**src/rtl/tagtx_pkg.sv**
```systemverilog
// Package: shared types of the tag reply modulator.
// Assumes: only the modulator and its checker import it.
package tagtx_pkg;

    // Controller phases of one reply
    typedef enum logic [1:0] {
        ST_IDLE = 2'd0,   // waiting for a request
        ST_GAP  = 2'd1,   // waiting for the first slot, draining gap advances
        ST_LOAD = 2'd2,   // driving the next bit onto the modulate output
        ST_SLOT = 2'd3    // holding a bit until its slot ends
    } tx_state_e;

endpackage

```
**src/rtl/tagtx_slot_timer.sv**
```systemverilog
// Module: slot deadline register.
// Holds the tick deadline of the current phase and flags when the shared
// timestamp has reached it. Compares through a modular difference, so it
// assumes deadlines are never more than half the timestamp range away.
module tagtx_slot_timer #(
    parameter int TS_W       = 16,
    parameter int SLOT_TICKS = 21
) (
    input  logic            clk,
    input  logic            rst_n,
    input  logic            load_en,
    input  logic [TS_W-1:0] load_val,
    input  logic            step_en,
    input  logic [TS_W-1:0] now_ts,
    output logic [TS_W-1:0] deadline,
    output logic            reached
);

    localparam logic [TS_W-1:0] SLOT_STEP = TS_W'(SLOT_TICKS);

    logic [TS_W-1:0] diff;

    // Deadline: loaded at the start of a reply, stepped by one slot per bit
    always_ff @(posedge clk) begin
        if (!rst_n) begin
            deadline <= '0;
        end else if (load_en) begin
            deadline <= load_val;
        end else if (step_en) begin
            deadline <= deadline + SLOT_STEP;
        end
    end

    // Reached when now_ts - deadline is not negative (wrap-safe)
    always_comb begin
        diff    = now_ts - deadline;
        reached = ~diff[TS_W-1];
    end

endmodule

```
**src/rtl/tagtx_adv_counter.sv**
```systemverilog
// Module: pending keystream advance counter.
// Loaded with the number of advances that belong to the response gap and
// counted down by one for each strobe the controller issues. Assumes the
// controller only takes a step while pending is high.
module tagtx_adv_counter #(
    parameter int CNT_W = 6
) (
    input  logic             clk,
    input  logic             rst_n,
    input  logic             load_en,
    input  logic [CNT_W-1:0] load_val,
    input  logic             take,
    output logic             pending
);

    logic [CNT_W-1:0] count;

    // Remaining gap advances
    always_ff @(posedge clk) begin
        if (!rst_n) begin
            count <= '0;
        end else if (load_en) begin
            count <= load_val;
        end else if (take && (count != '0)) begin
            count <= count - 1'b1;
        end
    end

    // Nonzero flag for the controller
    assign pending = (count != '0);

endmodule

```
**src/rtl/tagtx_bit_shifter.sv**
```systemverilog
// Module: reply bit shifter.
// Holds the outgoing word and the count of bits left. Bit 0 leaves first.
// A requested length larger than the word width is clamped to the width.
module tagtx_bit_shifter #(
    parameter int MAX_BITS = 12,
    parameter int LEN_W    = 4
) (
    input  logic                clk,
    input  logic                rst_n,
    input  logic                load_en,
    input  logic [MAX_BITS-1:0] load_word,
    input  logic [LEN_W-1:0]    load_len,
    input  logic                shift_en,
    output logic                cur_bit,
    output logic                last_bit,
    output logic                empty
);

    localparam int CW = $clog2(MAX_BITS + 1);
    localparam logic [LEN_W-1:0] LEN_CAP = LEN_W'(MAX_BITS);

    logic [MAX_BITS-1:0] word;
    logic [CW-1:0]       left;
    logic [LEN_W-1:0]    len_clamped;

    // Length clamp to the word width
    always_comb begin
        len_clamped = (load_len > LEN_CAP) ? LEN_CAP : load_len;
    end

    // Word and remaining-bit count
    always_ff @(posedge clk) begin
        if (!rst_n) begin
            word <= '0;
            left <= '0;
        end else if (load_en) begin
            word <= load_word;
            left <= CW'(len_clamped);
        end else if (shift_en && (left != '0)) begin
            word <= word >> 1;
            left <= left - 1'b1;
        end
    end

    // Status towards the controller
    assign cur_bit  = word[0];
    assign last_bit = (left == CW'(1));
    assign empty    = (left == '0);

endmodule

```
**src/rtl/tag_reply_tx.sv**
```systemverilog
// Module: timed tag response modulator (top).
// Accepts a data reply or an acknowledge request while idle. It waits until
// the shared timestamp reaches the start of the first slot, drives one bit per
// slot on mod_out, strobes ks_adv for every gap step and every slot, and
// reports the new frame-end timestamp with a one-cycle done.
// Assumes ks_bit reflects an advance by the clock edge after ks_adv is high,
// and that now_ts counts ticks monotonically.
module tag_reply_tx #(
    parameter int TS_W       = 16,
    parameter int MAX_BITS   = 12,
    parameter int LEN_W      = 4,
    parameter int GAP_DATA   = 70,
    parameter int GAP_ACK    = 758,
    parameter int SLOT_TICKS = 21
) (
    input  logic                clk,
    input  logic                rst_n,
    input  logic [TS_W-1:0]     now_ts,
    input  logic [TS_W-1:0]     ts_in,
    input  logic                req_data,
    input  logic [MAX_BITS-1:0] data_word,
    input  logic [LEN_W-1:0]    data_len,
    input  logic                req_ack,
    input  logic                ks_bit,
    output logic                ks_adv,
    output logic                mod_out,
    output logic                busy,
    output logic                done,
    output logic [TS_W-1:0]     ts_out
);

    import tagtx_pkg::*;

    localparam int ADV_DATA = GAP_DATA / SLOT_TICKS - 1;
    localparam int ADV_ACK  = GAP_ACK / SLOT_TICKS - 1;
    localparam int ADV_W    = $clog2(ADV_ACK + 1);
    localparam logic [TS_W-1:0]     GAP_D_T = TS_W'(GAP_DATA);
    localparam logic [TS_W-1:0]     GAP_A_T = TS_W'(GAP_ACK);
    localparam logic [MAX_BITS-1:0] ACK_WORD = MAX_BITS'(1);
    localparam logic [LEN_W-1:0]    ACK_LEN  = LEN_W'(1);

    tx_state_e state;

    logic            accept_data;
    logic            accept_ack;
    logic            accept;
    logic            ack_mode;
    logic [TS_W-1:0] start_ts;
    logic [ADV_W-1:0] adv_load;
    logic [MAX_BITS-1:0] word_load;
    logic [LEN_W-1:0] len_load;
    logic            pend;
    logic            reached;
    logic [TS_W-1:0] deadline;
    logic            cur_bit;
    logic            last_bit;
    logic            empty;
    logic            gap_drain;
    logic            gap_exit;
    logic            slot_end;
    logic            finish;

    // Request decode: data wins over acknowledge, both ignored unless idle
    always_comb begin
        accept_data = (state == ST_IDLE) && req_data;
        accept_ack  = (state == ST_IDLE) && req_ack && !req_data;
        accept      = accept_data || accept_ack;
        start_ts    = ts_in + (accept_data ? GAP_D_T : GAP_A_T);
        adv_load    = accept_data ? ADV_W'(ADV_DATA) : ADV_W'(ADV_ACK);
        word_load   = accept_data ? data_word : ACK_WORD;
        len_load    = accept_data ? data_len : ACK_LEN;
    end

    // Phase events derived from the current state and the helpers
    always_comb begin
        gap_drain = (state == ST_GAP) && pend;
        gap_exit  = (state == ST_GAP) && !pend && reached;
        slot_end  = (state == ST_SLOT) && reached;
        finish    = (gap_exit && empty) || (slot_end && last_bit);
        ks_adv    = gap_drain || slot_end;
        busy      = (state != ST_IDLE);
    end

    tagtx_slot_timer #(
        .TS_W       (TS_W),
        .SLOT_TICKS (SLOT_TICKS)
    ) i_timer (
        .clk      (clk),
        .rst_n    (rst_n),
        .load_en  (accept),
        .load_val (start_ts),
        .step_en  (state == ST_LOAD),
        .now_ts   (now_ts),
        .deadline (deadline),
        .reached  (reached)
    );

    tagtx_adv_counter #(
        .CNT_W (ADV_W)
    ) i_adv (
        .clk      (clk),
        .rst_n    (rst_n),
        .load_en  (accept),
        .load_val (adv_load),
        .take     (gap_drain),
        .pending  (pend)
    );

    tagtx_bit_shifter #(
        .MAX_BITS (MAX_BITS),
        .LEN_W    (LEN_W)
    ) i_shift (
        .clk       (clk),
        .rst_n     (rst_n),
        .load_en   (accept),
        .load_word (word_load),
        .load_len  (len_load),
        .shift_en  (slot_end),
        .cur_bit   (cur_bit),
        .last_bit  (last_bit),
        .empty     (empty)
    );

    // Phase sequencing of one reply
    always_ff @(posedge clk) begin
        if (!rst_n) begin
            state <= ST_IDLE;
        end else begin
            unique case (state)
                ST_IDLE: if (accept) state <= ST_GAP;
                ST_GAP:  if (gap_exit) state <= empty ? ST_IDLE : ST_LOAD;
                ST_LOAD: state <= ST_SLOT;
                ST_SLOT: if (slot_end) state <= last_bit ? ST_IDLE : ST_LOAD;
                default: state <= ST_IDLE;
            endcase
        end
    end

    // Reply kind latched at acceptance (acknowledge is never masked)
    always_ff @(posedge clk) begin
        if (!rst_n) begin
            ack_mode <= 1'b0;
        end else if (accept) begin
            ack_mode <= accept_ack;
        end
    end

    // Modulate output: set per slot, held between bits, cleared at the end
    always_ff @(posedge clk) begin
        if (!rst_n) begin
            mod_out <= 1'b0;
        end else if (state == ST_LOAD) begin
            mod_out <= ack_mode ? 1'b1 : (cur_bit ^ ks_bit);
        end else if (finish) begin
            mod_out <= 1'b0;
        end
    end

    // Completion pulse and frame-end timestamp
    always_ff @(posedge clk) begin
        if (!rst_n) begin
            done   <= 1'b0;
            ts_out <= '0;
        end else begin
            done <= finish;
            if (finish) begin
                ts_out <= deadline;
            end
        end
    end

endmodule

```
**config.mk**
```make
export PLATFORM = sky130hd
export DESIGN_NAME = tag_reply_tx
export DESIGN_NICKNAME = d
export VERILOG_FILES = /design/src/rtl/tagtx_pkg.sv /design/src/rtl/tagtx_slot_timer.sv /design/src/rtl/tagtx_adv_counter.sv /design/src/rtl/tagtx_bit_shifter.sv /design/src/rtl/tag_reply_tx.sv
export SDC_FILE = /design/constraint.sdc
export NUM_CORES = 1
export LEC_CHECK = 0
export ABC_CLOCK_PERIOD_IN_PS = 3800
export BUFFER_PORTS_ARGS = -buffer_cell sky130_fd_sc_hd__clkbuf_2
export CAP_MARGIN = 15
export CORE_MARGIN = 2
export CORE_UTILIZATION = 31
export DETAILED_ROUTE_END_ITERATION = 12
export GPL_ROUTABILITY_DRIVEN = 0
export SLEW_MARGIN = 20
export SYNTH_ARGS = -nofsm -noshare
export SYNTH_HDL_FRONTEND = slang
export SYNTH_SLANG_ARGS = --single-unit
```
**constraint.sdc**
```tcl
create_clock -name clk -period 3.8 [get_ports clk]
set_input_delay 0.38 -clock clk [delete_from_list [all_inputs] [get_ports clk]]
set_output_delay 0.38 -clock clk [all_outputs]
set_load 0.005 [all_outputs]
```
==> results.txt <==
----------------------------------------------------
[Synth]
  Portion of netlist area occupied by mux cells ... about 4.7%
  Share of synthesized cell area in full adder, half adder and majority cells ... 8.21%
  Sequential share of the synthesized area ... between 30% and 40%
  Net count after synthesis ... about 540
  Yosys cell types ... 55
  Dominant cells by area after synthesis ... dfxtp_1 (32%), ha_1 (8.2%), nand2_1 (7.2%)
  Most frequently used flop master after synthesis ... dfxtp_1
  Area fraction in compound gates after synthesis ... 23.1%
  Main combinational cell family by area after synthesis ... compound AO/OA/AOI/OAI gates
  Synthesis Warnings ... 0
  Total standard cell area after synthesis ... between 3000 and 4000 µm²
  Number of enable-type register cells in the synthesized netlist ... 0
  Top cell type's share of synthesized area ... 32.3%
  Average instance area after synthesis ... 7.88 µm²
  Simple logic cell fraction of the synthesized area ... 21.4%
  Number of standard cells after synthesis ... 464
  Parity-gate share of the synthesized area counting xor and xnor cells ... under 10%
  Register bit total from synthesis ... roughly 60
  Asr flop ratio synth ... 0%
  Leading area contributor after synthesis ... dfxtp_1

[Pwr]
  Max VDD drop ... 0.000226 V
  Leak ... just over 2 nW
  Power density over the cells ... 549 nW/µm²

[Setup path]
  Startpoint of the worst-slack reg-to-reg timing path ... state[1]$_SDFFE_PN0P_
  Required time at the worst-slack endpoint ... about 3400 ps
  Top fanout value on the critical path ... 6
  Worst-path cell chain ... inv_1 > ha_1 > and4_1 > nand4_1 > o31ai_1 > or2_1 > a21oi_1 > nor2b_1 > clkbuf_2
  Category of the worst setup path capture point ... output pin
  Crit-path slowest cell ... o31ai_1
  Data arrival, critical path ... about 2700 ps
  Critical Path Start ... i_timer.deadline[12]$_SDFFE_PN0P_
  Startpoint class of the critical path ... flip-flop
  CP max stage delay ... around 520 ps
  Crit Path Class ... reg2out

[Routing]
  Number of vias per cell after detailed routing ... between 5 and 6
  Wirelength per Cell ... ~15 µm
  Violation count after the first detailed-routing iteration ... approximately 230
  DRC errors left ... 0
  Antenna-violating nets left ... 0
  Via Count ... ~3500
  Total wire length ... between 10000 and 15000 µm
  Detailed-router iteration count before antenna repair ... 4

[Floorplan]
  Effective utilization at floorplan ... a little under a third
  Site Rows ... 39
  Die footprint ... roughly 13000 µm²
  Core region area ... around 11000 µm²
  Die span in y ... about 110 µm
  Ports placed on the boundary ... 73
  Horizontal die dimension ... ~110 µm

[Placement]
  Number of placed instances with taps included ... between 600 and 700
  Port Buffers ... 72
  Post-detailed-placement half-perimeter wirelength ... approximately 7500 µm

[Timing]
  Pins Over Slew Limit ... 0
  Hold violation total from the final report ... 0
  RSZ-0062 raised after global routing ... no
  Period utilisation layout ... between 80% and 90%
  Total Neg Setup Slack ... 0 ps
  Max frequency ... around 330 MHz
  Worst max-slew margin expressed relative to the limit ... around 46%
  Final clock skew ... about 7.3 ps
  Measured slew at the worst slew-check pin ... slightly above 800 ps
  Post-route minimum period ... about 3100 ps
  # setup viols final ... 0

[GRT]
  Pin count of the biggest net entering global routing ... 46
  GRT Total Usage ... 16.4%
  Global-route wire length before repair ... 16700 µm
  Total congestion overflow ... 0
  Number of global-route vias before repair ... 3477
  Number of antenna violations at the first check in global routing ... 0

[Layout]
  Share of layout cells above drive strength 1 ... a little over a fifth
  Number of nets in the layout ... 607
  Area added between synthesis and finish ... 22.3%
  Final standard cell count with taps included and fillers excluded ... between 600 and 700
  Count of inserted antenna diode cells ... 0

[CTS]
  Maximum number of buffers from clock root to sink ... 2
  Number of clock buffers inserted by TritonCTS ... 9
  Clock sinks ... 59
  Buffer type at the clock tree root ... clkbuf_16
  Resized cells post-CTS ... 0
  Clk pin slew, worst setup/hold paths ... around 50 ps
  Post-CTS Setup Inserts ... 0
  Clock latency reported for the late side of the worst-skew pair ... 320 ps
  H-tree levels ... 3
  CTS tree ... done
  Cts-stage hold buffer count ... 0

[Outcome]
  Outcome ... completed

[Worst hold path]
  Worst min-delay path category ... in2reg
  Hold wc startpoint ... data_word[11]

[Job]
  Max-cap violations ... 0

----------------------------------------------------
[cell families after synthesis]
| kind of cell | count (synthesis) |
|---|---|
| flops | 59 |
| mux | 17 |
| xor+xnor | 17 |
| compound gates | 124 |
| simple gates | 172 |
| buf+inv | 51 |
| fa+ha+maj | 24 |
[area by class of cell]
type                       count  area [µm²]
fill                        1181        7000
timing repair buffer          80         420
tap                          143         179
clock inverter                 5         100
clock buffer                  11         243
sequential                    59        1180
inverter                      26        97.6
multi-input combinational    354        2250
[synthesized netlist by cell type (all sizes together) (3+ instances only)]
cell	instances
o22ai	3
o21a	3
inv	26
clkbuf	15
and2	3
ha	24
nand4	4
o21ai	20
nor4	3
or2	3
o221a	13
nor3	9
o211ai	6
dfxtp	59
xnor2	10
xor2	7
nand2b	5
a21o	4
nor2b	3
buf	10
nand3	7
a21oi	46
a31oi	7
a2111oi	3
nand2	70
nor2	50
mux2i	17
and3	6
[flip-flops by register name (all words and copies together) (netlist names)]
name and flops:
state 2, i_timer.deadline 16, i_shift.word 12, mod_out 1, done 1, i_adv.count 6, ts_out 16, ack_mode 1
i_shift.left 4
[layer usage]
metal | up-vias | track usage [%] | wire length [µm]
met5 | - | 0 | 0
met4 | 0 | 6.50 | 209
met3 | 11 | 4.00 | 599
met2 | 87 | 25.7 | 4600
met1 | 1650 | 21.7 | 4810
li1 | 1775 | - | -
[where the power goes]
group / internal, W / switching (W)
Clock: 0.000656 / 0.000283
Sequential: 0.000705 / 0.0000767
Combinational: 0.000297 / 0.000439
Total: 0.00166 / 0.000798
[worst max-delay path: cells and delay by family (launching register included)]
| family | cells | cell delay, ps |
|---|---|---|
| AOI/OAI and AO/OA | 2 | 620 |
| adders and majority gates | 1 | 300 |
| buffers and inverters | 2 | 240 |
| DFF | 1 | 400 |
| and+or+nand+nor | 4 | 810 |
[metrics by stage]
stage / setup slack (ps) / hold WS, ps / util [%] / power (W) / area [µm²]
after floorplan: 766 / 437 / - / 0.00132 / 3660
after global placement: 799 / 447 / 36.0 / 0.00150 / 4130
after detailed placement: 769 / 457 / 36.0 / 0.00152 / 4130
after CTS: 677 / 283 / 39.0 / 0.00248 / 4470
after global routing: 394 / 303 / 39.0 / 0.00261 / 4470
final: 724 / 295 / 39.0 / 0.00246 / 4470
[worst paths after layout]
kind	end	slack (ps)	cells after the start
max	ks_adv	720	9
min	i_shift.word[11]$_SDFFE_PN0P_	290	3
max reg2reg	i_timer.deadline[9]$_SDFFE_PN0P_	730	12
min reg2reg	ts_out[1]$_SDFFE_PN0P_	460	2
[cell usage in the layout (no fill, tap or decap), types with 3 or more instances in the layout]
master | synthesis | layout
nand2b_1 | 5 | 5
o21a_1 | 3 | 3
clkbuf_2 | 0 | 72
a21oi_1 | 46 | 46
nor4_1 | 3 | 3
inv_1 | 26 | 26
clkbuf_16 | 0 | 9
o211ai_1 | 6 | 6
nand2_1 | 70 | 70
nor2b_1 | 3 | 3
a31oi_1 | 7 | 7
xor2_1 | 7 | 7
nand4_1 | 3 | 3
dfxtp_1 | 59 | 59
nand3_1 | 7 | 7
mux2i_1 | 17 | 17
o22ai_1 | 3 | 3
o221a_2 | 13 | 13
xnor2_1 | 10 | 10
nor3_1 | 9 | 9
and2_1 | 3 | 3
a2111oi_0 | 3 | 3
and3_1 | 6 | 6
ha_1 | 24 | 24
buf_4 | 0 | 8
o21ai_0 | 18 | 18
bufinv_16 | 0 | 3
a21o_1 | 4 | 4
nor2_1 | 50 | 50
Note: power is estimated with default switching activity, not from simulation.
